## config.mk

```make
export PLATFORM = sky130hd
export DESIGN_NAME = loop_trap_pc_fixup
export DESIGN_NICKNAME = d
export VERILOG_FILES = /design/src/rtl/loop_trap_pc_fixup.sv
export SDC_FILE = /design/constraint.sdc
export NUM_CORES = 1
export LEC_CHECK = 0
export ABC_AREA = 0
export BUFFER_PORTS_ARGS = -buffer_cell sky130_fd_sc_hd__clkbuf_2
export CAP_MARGIN = 20
export CORE_UTILIZATION = 53
export CTS_CLUSTER_SIZE = 24
export DETAILED_ROUTE_END_ITERATION = 10
export PLACE_DENSITY = 0.84
export SYNTH_ARGS = -nofsm -noshare
export SYNTH_HDL_FRONTEND = slang
export SYNTH_SLANG_ARGS = --single-unit
```

## constraint.sdc

```tcl
create_clock -name clk -period 1.2 [get_ports clk]
set_input_delay 0.06 -clock clk [delete_from_list [all_inputs] [get_ports clk]]
set_output_delay 0.06 -clock clk [all_outputs]
set_load 0.1 [all_outputs]
```

## src/rtl/loop_trap_pc_fixup.sv

```systemverilog
module loop_trap_pc_fixup #(
  parameter int XLEN = 32,
  parameter int CNTW = 32,
  parameter int ILEN = 4,
  parameter int CLEN = 2
) (
  input  logic            clk,
  input  logic            rst_n,
  input  logic            start_i,
  input  logic            dbg_mode_i,
  input  logic [XLEN-1:0] mepc_i,
  input  logic [XLEN-1:0] dpc_i,
  input  logic [XLEN-1:0] lp0_start_i,
  input  logic [XLEN-1:0] lp0_end_i,
  input  logic [CNTW-1:0] lp0_count_i,
  input  logic [XLEN-1:0] lp1_start_i,
  input  logic [XLEN-1:0] lp1_end_i,
  input  logic [CNTW-1:0] lp1_count_i,
  input  logic            trap_full_i,
  input  logic            trap_short_i,
  output logic            done_o,
  output logic            dbg_mode_o,
  output logic [XLEN-1:0] pc_o,
  output logic            dec0_o,
  output logic            dec1_o
);

  localparam logic [XLEN-1:0] STEP_W = XLEN'(ILEN);
  localparam logic [XLEN-1:0] STEP_C = XLEN'(CLEN);
  localparam logic [CNTW-1:0] ONE    = CNTW'(1);

  logic [XLEN-1:0] pc_sel, last0, last1, pc_w, pc_c;
  logic            at0, at1, in0, in1;
  logic [XLEN-1:0] nxt_pc;
  logic            nxt_d0, nxt_d1;

  assign pc_sel = dbg_mode_i ? dpc_i : mepc_i;
  assign last0  = lp0_end_i - STEP_W;
  assign last1  = lp1_end_i - STEP_W;
  assign pc_w   = pc_sel + STEP_W;
  assign pc_c   = pc_sel + STEP_C;
  assign at0    = (pc_sel == last0) && (lp0_count_i != '0);
  assign at1    = (pc_sel == last1) && (lp1_count_i != '0);
  assign in0    = (pc_sel >= lp0_start_i) && (pc_sel < last0);
  assign in1    = (pc_sel >= lp1_start_i) && (pc_sel < last1);

  always_comb begin
    nxt_pc = pc_sel;
    nxt_d0 = 1'b0;
    nxt_d1 = 1'b0;
    if (at0) begin
      nxt_pc = (lp0_count_i > ONE) ? lp0_start_i : pc_w;
      nxt_d0 = 1'b1;
    end else if (at1) begin
      nxt_pc = (lp1_count_i > ONE) ? lp1_start_i : pc_w;
      nxt_d1 = 1'b1;
    end else if (in0 || in1) begin
      nxt_pc = pc_w;
    end else if (trap_full_i) begin
      nxt_pc = pc_w;
    end else if (trap_short_i) begin
      nxt_pc = pc_c;
    end
  end

  always_ff @(posedge clk or negedge rst_n) begin
    if (!rst_n) begin
      done_o     <= 1'b0;
      dec0_o     <= 1'b0;
      dec1_o     <= 1'b0;
      dbg_mode_o <= 1'b0;
      pc_o       <= '0;
    end else begin
      done_o <= start_i;
      dec0_o <= start_i && nxt_d0;
      dec1_o <= start_i && nxt_d1;
      if (start_i) begin
        pc_o       <= nxt_pc;
        dbg_mode_o <= dbg_mode_i;
      end
    end
  end

  assert_done_after_start_R8: assert property (@(posedge clk) disable iff (!rst_n)
    start_i |=> done_o);
  assert_done_has_cause_R8: assert property (@(posedge clk) disable iff (!rst_n)
    done_o |-> $past(start_i));
  assert_strobe_exclusive_R3: assert property (@(posedge clk) disable iff (!rst_n)
    $onehot0({dec0_o, dec1_o}));
  assert_strobe_in_done_R8: assert property (@(posedge clk) disable iff (!rst_n)
    (dec0_o || dec1_o) |-> done_o);
  assert_result_held_R8: assert property (@(posedge clk) disable iff (!rst_n)
    !start_i |=> ($stable(pc_o) && $stable(dbg_mode_o)));
  assert_loop0_back_R1: assert property (@(posedge clk) disable iff (!rst_n)
    (start_i && pc_sel == last0 && lp0_count_i > ONE) |=> (dec0_o && pc_o == $past(lp0_start_i)));
  assert_loop0_exit_R2: assert property (@(posedge clk) disable iff (!rst_n)
    (start_i && pc_sel == last0 && lp0_count_i == ONE) |=> (dec0_o && pc_o == $past(pc_sel) + STEP_W));
  assert_short_step_R6: assert property (@(posedge clk) disable iff (!rst_n)
    (start_i && !at0 && !at1 && !in0 && !in1 && !trap_full_i && trap_short_i)
      |=> (pc_o == $past(pc_sel) + STEP_C && !dec0_o && !dec1_o));

endmodule

```

==> impl_metrics.csv, run 1 <==
group,metric,value,unit
global_route,grt.total_usage,88.0,%
yosys,synth_ff_type,"dfrtp_1",
placed_design,dp.cells,2026,
yosys,synth_area,8620,um2
die,rows,46,
yosys,synth_edf_count,0,
yosys,synth_cell_type_count,84,
die,start_util,54.3,%
die,ios,298,
yosys,synth_seq_cells,36,
yosys,synth.area.top_cells,"ha_1, dfrtp_1, xnor2_1, a21oi_1, mux2i_1",
die,fp.dieH,130,um
yosys,synth_top_area_share,19.2,%
yosys,synthArstFlopShare,100,%
yosys,synthCells,1144,
outcome,stop_stage,"5_1_grt",
global_route,grt-ovfl-total,251,
global_route,grt_pass1_wl,111,mm
yosys,synth.avg_cell_area,7.54,um2
yosys,synth_compound_area_share,22.1,%
yosys,synth_top_family_by_area,"simple AND/OR/NAND/NOR gates",
clock_tree,cts_buffers,5,
yosys,synth-adder-area-share,19.2,%
outcome,status,"aborted with a tool error",
yosys,seq_area_frac_synth,10.4,%
placed_design,port_buffers,297,
yosys,synthMuxAreaShare,6.85,%
yosys,synth.net_count,1538,
yosys,yosysWarnings,0,
die,dieWidth,130,um
yosys,yosys.area.top_type,"ha_1",
clock_tree,cts_sinks,36,
placed_design,place_congestion,1.08,
global_route,grt_max_degree,21,
global_route,grt_pass1_vias,17800,
clock_tree,cts_buffer_depth,2,
outcome,error_line,"[ERROR GRT-0116] Global routing finished with congestion. Check the congestion regions in the DRC Viewer.",
yosys,synthSimpleGateAreaFrac,26.6,%
clock_tree,cts-root-buf,"clkbuf_16",
yosys,synth_xor_area_share,8.72,%
placed_design,dpl.hpwl,38.8,mm
clock_tree,cts-htree-levels,2,
-- metrics by stage --
step                      TNS [ns]  cell area [um2]  setup slack [ns]
after floorplan            -104.05             8780             -3.30
after global placement     -114.54            14000             -3.56
after detailed placement   -127.08            14000             -3.96
after CTS                  -108.11            14700             -3.34
-- synth_stat cells (6+ instances only) --
library cell,count
dfrtp_1,36
and4_1,8
o21ai_0,36
a21o_1,12
o22ai_1,14
ha_1,132
or4_1,9
a21oi_1,96
nand2b_1,9
o31ai_1,6
mux2_2,14
a221oi_1,16
nor3_1,42
a31oi_1,11
o221ai_1,6
inv_1,96
and2_1,8
nand2_1,93
nand4_1,37
a221o_1,7
mux2i_1,41
a211oi_1,6
nand3_1,48
xnor2_1,65
or3_1,12
nand3b_1,12
nor2_1,78
nor2b_1,9
o211ai_1,12
xor2_1,19
nor4_1,34
clkbuf_1,25
-- cell families after synthesis --
kind of cell	count (synthesis)
AO/OA/AOI/OAI	277
buffers and inverters	132
flip-flops	36
adder cells (fa/ha/maj)	132
XOR/XNOR	85
AND/OR/NAND/NOR	426
multiplexers	56
-- layer usage --
layer | GRT overflow | GRT usage (%)
met1 | 9 | 83.9
met2 | 134 | 99.9
met3 | 13 | 78.6
met4 | 90 | 94.5
met5 | 5 | 62.4
-- timing repair --
action                                  in CTS
hold buffers                                 1
endpoints found under the setup margin      34
gates resized for setup                     65
pin swaps                                   29
hold endpoints to repair                    36
setup buffers                               31
==> run 2: changes to the inputs <==
- CORE_UTILIZATION: 53 -> 40
- CTS_CLUSTER_SIZE: 24 -> not set
- PLACE_DENSITY: 0.84 -> not set
- PLACE_DENSITY_LB_ADDON: not set -> 0.15
==> impl_metrics.csv, run 2 <==
group,metric,value,unit
global_route,grt_pass1_wl,61.5,mm
drt,postRouteAntennaNets,0,
outcome,status,"complete, but fails checks",
pwr,p_leak,7.36,nW
global_route,grt_max_degree,37,
sta,setup_viol,34,
critical_path,arrival,4.95,ns
critical_path,path_max_fanout,6,
die,ios,298,
global_route,grt-ovfl-total,0,
critical_path,crit_buf_inv,3,
layout,drive_gt1_share,46.1,%
sta,finalCritPeriodShare,393,%
placed_design,place_area,14100,um2
critical_path,reg2reg_depth,4,
sta,fmax,212,MHz
layout,final_cell_mix,"buf_4, clkbuf_2, ha_1",
pwr,finalPower,9.40,mW
yosys,synth.most_common_cell,"ha_1",
pwr,irDropWorstVdd,0.561,mV
critical_path,start_kind,"primary input",
pwr,p_switching,4.31,mW
yosys,synth_ff_type,"dfrtp_1",
layout,nNetsFinal,2250,
die,fp.dieH,149,um
pwr,p_seq_share,16.5,%
sta,hold_viol,0,
pwr,p_sw_share,45.9,%
worst_hold_path,min_path_type,"in -> reg",
yosys,synth_edf_count,0,
sta,slew_violations,0,
global_route,grt.total_usage,36.2,%
yosys,synthCells,1144,
die,die-area,22100,um2
layout,area_growth,72.9,%
drt,avgViaCountPerCell,5.60,
layout,diodes,0,
critical_path,crit_required,1.44,ns
sta,worstMarginPinSlew,0.478,ns
sta,fin_crit,4.71,ns
yosys,synth.net_count,1538,
die,start_util,40.9,%
yosys,seq_area_frac_synth,10.4,%
clock_tree,cts_buffers,5,
critical_path,cp_slowest_cell,"or4_4",
clock_tree,cts_sinks,36,
drt,vias,11900,
clock_tree,cts-root-buf,"clkbuf_16",
clock_tree,cts-htree-levels,2,
yosys,synth_seq_cells,36,
critical_path,worstPathCellList,"buf_6, or4_4, nor4_4, nand2_1, or4_4, nor3_4, nand2b_1, or3_4, nor4_4, xnor2_1, ha_1, a21o_1, a21o_1, a221oi_2, o21ai_1, a31oi_2, buf_4, a21oi_4, buf_6, mux2i_4, or4_1, nand2_1",
layout,final_util,70.7,%
yosys,synth_cell_type_count,84,
yosys,yosys.area.top_type,"ha_1",
yosys,synth_area,8620,um2
critical_path,max_stage_delay,0.54,ns
drt,routedWlPerCell,19.0,um
sta,hold_slack,0.156,ns
placed_design,place_congestion,0.989,
layout,final_common_cell,"buf_4",
drt,firstDrtPassIters,5,
die,dieWidth,149,um
pwr,cellInternalPower,5.09,mW
yosys,synth.area.top_cells,"ha_1, dfrtp_1, xnor2_1, a21oi_1, mux2i_1",
yosys,yosysWarnings,0,
die,rows,53,
critical_path,crit_cells,22,
yosys,synth_top_area_share,19.2,%
sta,relSlewSlack,67.2,%
clock_tree,clk_latency,0.29,ns
outcome,failed_checks,"negative setup slack",
pwr,clkPwrFrac,15.4,%
clock_tree,cts_tree,"yes",
drt,drt_iter0_drc,808,
yosys,synth_top_cells_by_count,"ha_1, a21oi_1, inv_1",
placed_design,dpl.hpwl,34.5,mm
layout,top_register,"pc_o",
layout,largest_reg_flops,32,
critical_path,critPathKind,"in -> reg",
die,core,21100,um2
global_route,antenna_found_initial,0,
sta,setup_slack,-3.51,ns
worst_hold_path,min_path_cells,2,
run,cap_violations,0,
layout,final_area,14900,um2
critical_path,cp-end-kind,"register",
yosys,synth.avg_cell_area,7.54,um2
yosys,synthArstFlopShare,100,%
drt,drc,0,
clock_tree,clk_pin_slew,0.07,ns
clock_tree,cts_buffer_depth,2,
pwr,power.density,631,nW/um2
placed_design,port_buffers,297,
sta,fin_skew,0,ns
critical_path,crit_family,"simple AND/OR/NAND/NOR gates",
sta,rsz0062_at_grt,"true",
sta,tns,-113.83,ns
pwr,p_comb_share,68.1,%
global_route,grt_pass1_vias,11600,
drt,finalWirelength,40.6,mm
==> run 2: logic make-up after synthesis <==
kind of cell,Yosys count,share of synthesized area (%)
compound gates,277,22.1
simple gates,426,26.6
fa+ha+maj,132,19.2
xor+xnor,85,8.72
flops,36,10.4
mux,56,6.85
buf+inv,132,6.15
==> run 2: timing repair <==
action	CTS	global route
pin swaps	27	11
hold endpoints to repair	36	0
gates resized for setup	58	29
cloned	1	0
hold buffers	1	0
setup endpoints to repair	34	34
buffers inserted	14	8
==> run 2: cell type report <==
| type | instances | area [um2] |
|---|---|---|
| flip-flops and latches | 36 | 902 |
| repair buffers | 740 | 5530 |
| fillers | 1770 | 6180 |
| clock buffers | 6 | 139 |
| well taps | 275 | 344 |
| multi-input cells | 976 | 7620 |
| inverters | 97 | 364 |
| clock inverters | 2 | 10.0 |
==> run 2: per-layer routing <==
metal	wire [um]	up-vias	GRT usage, %	share of wire (%)
met5	0	-	0	0
met4	1040	0	10.4	2.6
met3	3550	71	5.57	8.8
met2	18700	580	61.1	46
met1	17300	5550	47.4	43
li1	-	5740	-	-
==> run 2: power by group through the flow <==
stage | clock network [mW] | logic (mW) | registers [mW]
floorplan | 0 | 2.09 | 2.45
global placement | 0 | 5.96 | 1.56
detailed placement | 0 | 6.07 | 1.56
CTS | 1.44 | 6.22 | 1.55
global route | 1.49 | 6.82 | 1.56
finish | 1.45 | 6.40 | 1.55
==> run 2: worst paths after layout <==
kind,startpoint,to,slack (ns)
worst min register to register,dbg_mode_o,dbg_mode_o,0.55
worst max-delay path,lp0_end_i[5],pc_o[23],-3.51
max in group asynchronous,rst_n,dbg_mode_o,0.67
min in group asynchronous,rst_n,pc_o[25],0.29
worst max register to register,pc_o[25],pc_o[25],0.06
worst min-delay path,start_i,done_o,0.16
==> run 2: through the flow <==
stage	setup slack (ns)	cells
4_1_cts	-3.41	2125
3_5_place_dp	-3.77	2101
5_1_grt	-3.72	2132
3_3_place_gp	-3.70	2101
6_report	-3.51	2132
2_1_floorplan	-3.30	1144
(Power assumes the default switching activity.)
==> run 3: changes to the inputs <==
- CORE_UTILIZATION: 40 -> 53
- CTS_CLUSTER_DIAMETER: not set -> 40
==> impl_metrics.csv, run 3 <==
group,metric,value,unit
outcome,status,"aborted with a tool error",
outcome,stop_stage,"5_1_grt",
outcome,error_line,"[ERROR GRT-0232] Routing congestion too high. Check the congestion heatmap in the GUI.",
placed_design,port_buffers,297,
yosys,synth_seq_cells,36,
clock_tree,cts-root-buf,"clkbuf_16",
yosys,synth_top_cells_by_count,"ha_1, a21oi_1, inv_1",
yosys,synth_area,8620,um2
sta,worst-ep-kind,"register input",
global_route,grt-ovfl-total,70,
yosys,synth.area.top_cells,"ha_1, dfrtp_1, xnor2_1, a21oi_1, mux2i_1",
yosys,synth_top_area_share,19.2,%
yosys,synth.most_common_cell,"ha_1",
die,ios,298,
sta,worst_endpoint,"pc_o[24]$_DFFE_PN0P_/D",
global_route,grt_max_degree,41,
clock_tree,cts-htree-levels,2,
yosys,synth.avg_cell_area,7.54,um2
yosys,synthArstFlopShare,100,%
placed_design,place_congestion,1.05,
clock_tree,cts_sinks,36,
placed_design,dp.cells,2045,
yosys,synth_edf_count,0,
yosys,synth.net_count,1538,
yosys,yosysWarnings,0,
yosys,seq_area_frac_synth,10.4,%
die,dieWidth,130,um
yosys,synth_ff_type,"dfrtp_1",
clock_tree,cts_buffer_depth,2,
die,rows,46,
placed_design,dpl.hpwl,35.7,mm
die,fp.dieH,130,um
yosys,yosys.area.top_type,"ha_1",
yosys,synth_cell_type_count,84,
die,start_util,54.3,%
yosys,synthCells,1144,
clock_tree,cts_buffers,5,
global_route,grt.total_usage,76.5,%
[run 3: cell counts after synthesis]
Identical to the previous run, type by type.
[run 3: repair_timing]
action,CTS
hold endpoints to repair,36
hold buffers,1
pin swaps,15
buffers inserted,9
gates resized for setup,36
setup endpoints to repair,34
[run 3: logic make-up after synthesis]
group	count (synthesis)	synth area share, %
simple gates	426	26.6
compound gates	277	22.1
buf+inv	132	6.15
fa+ha+maj	132	19.2
xor+xnor	85	8.72
mux	56	6.85
flops	36	10.4
[run 3: per-stage QoR]
stage          setup WS [ns]  instance area (um2)
4_1_cts                -3.35                14500
3_3_place_gp           -3.59                14100
2_1_floorplan          -3.30                 8780
3_5_place_dp           -3.87                14100
[run 3: layer usage]
metal	track usage, %	overflow
met5	22.6	0
met4	81.1	30
met3	61.7	5
met2	94.6	35
met1	74.0	0
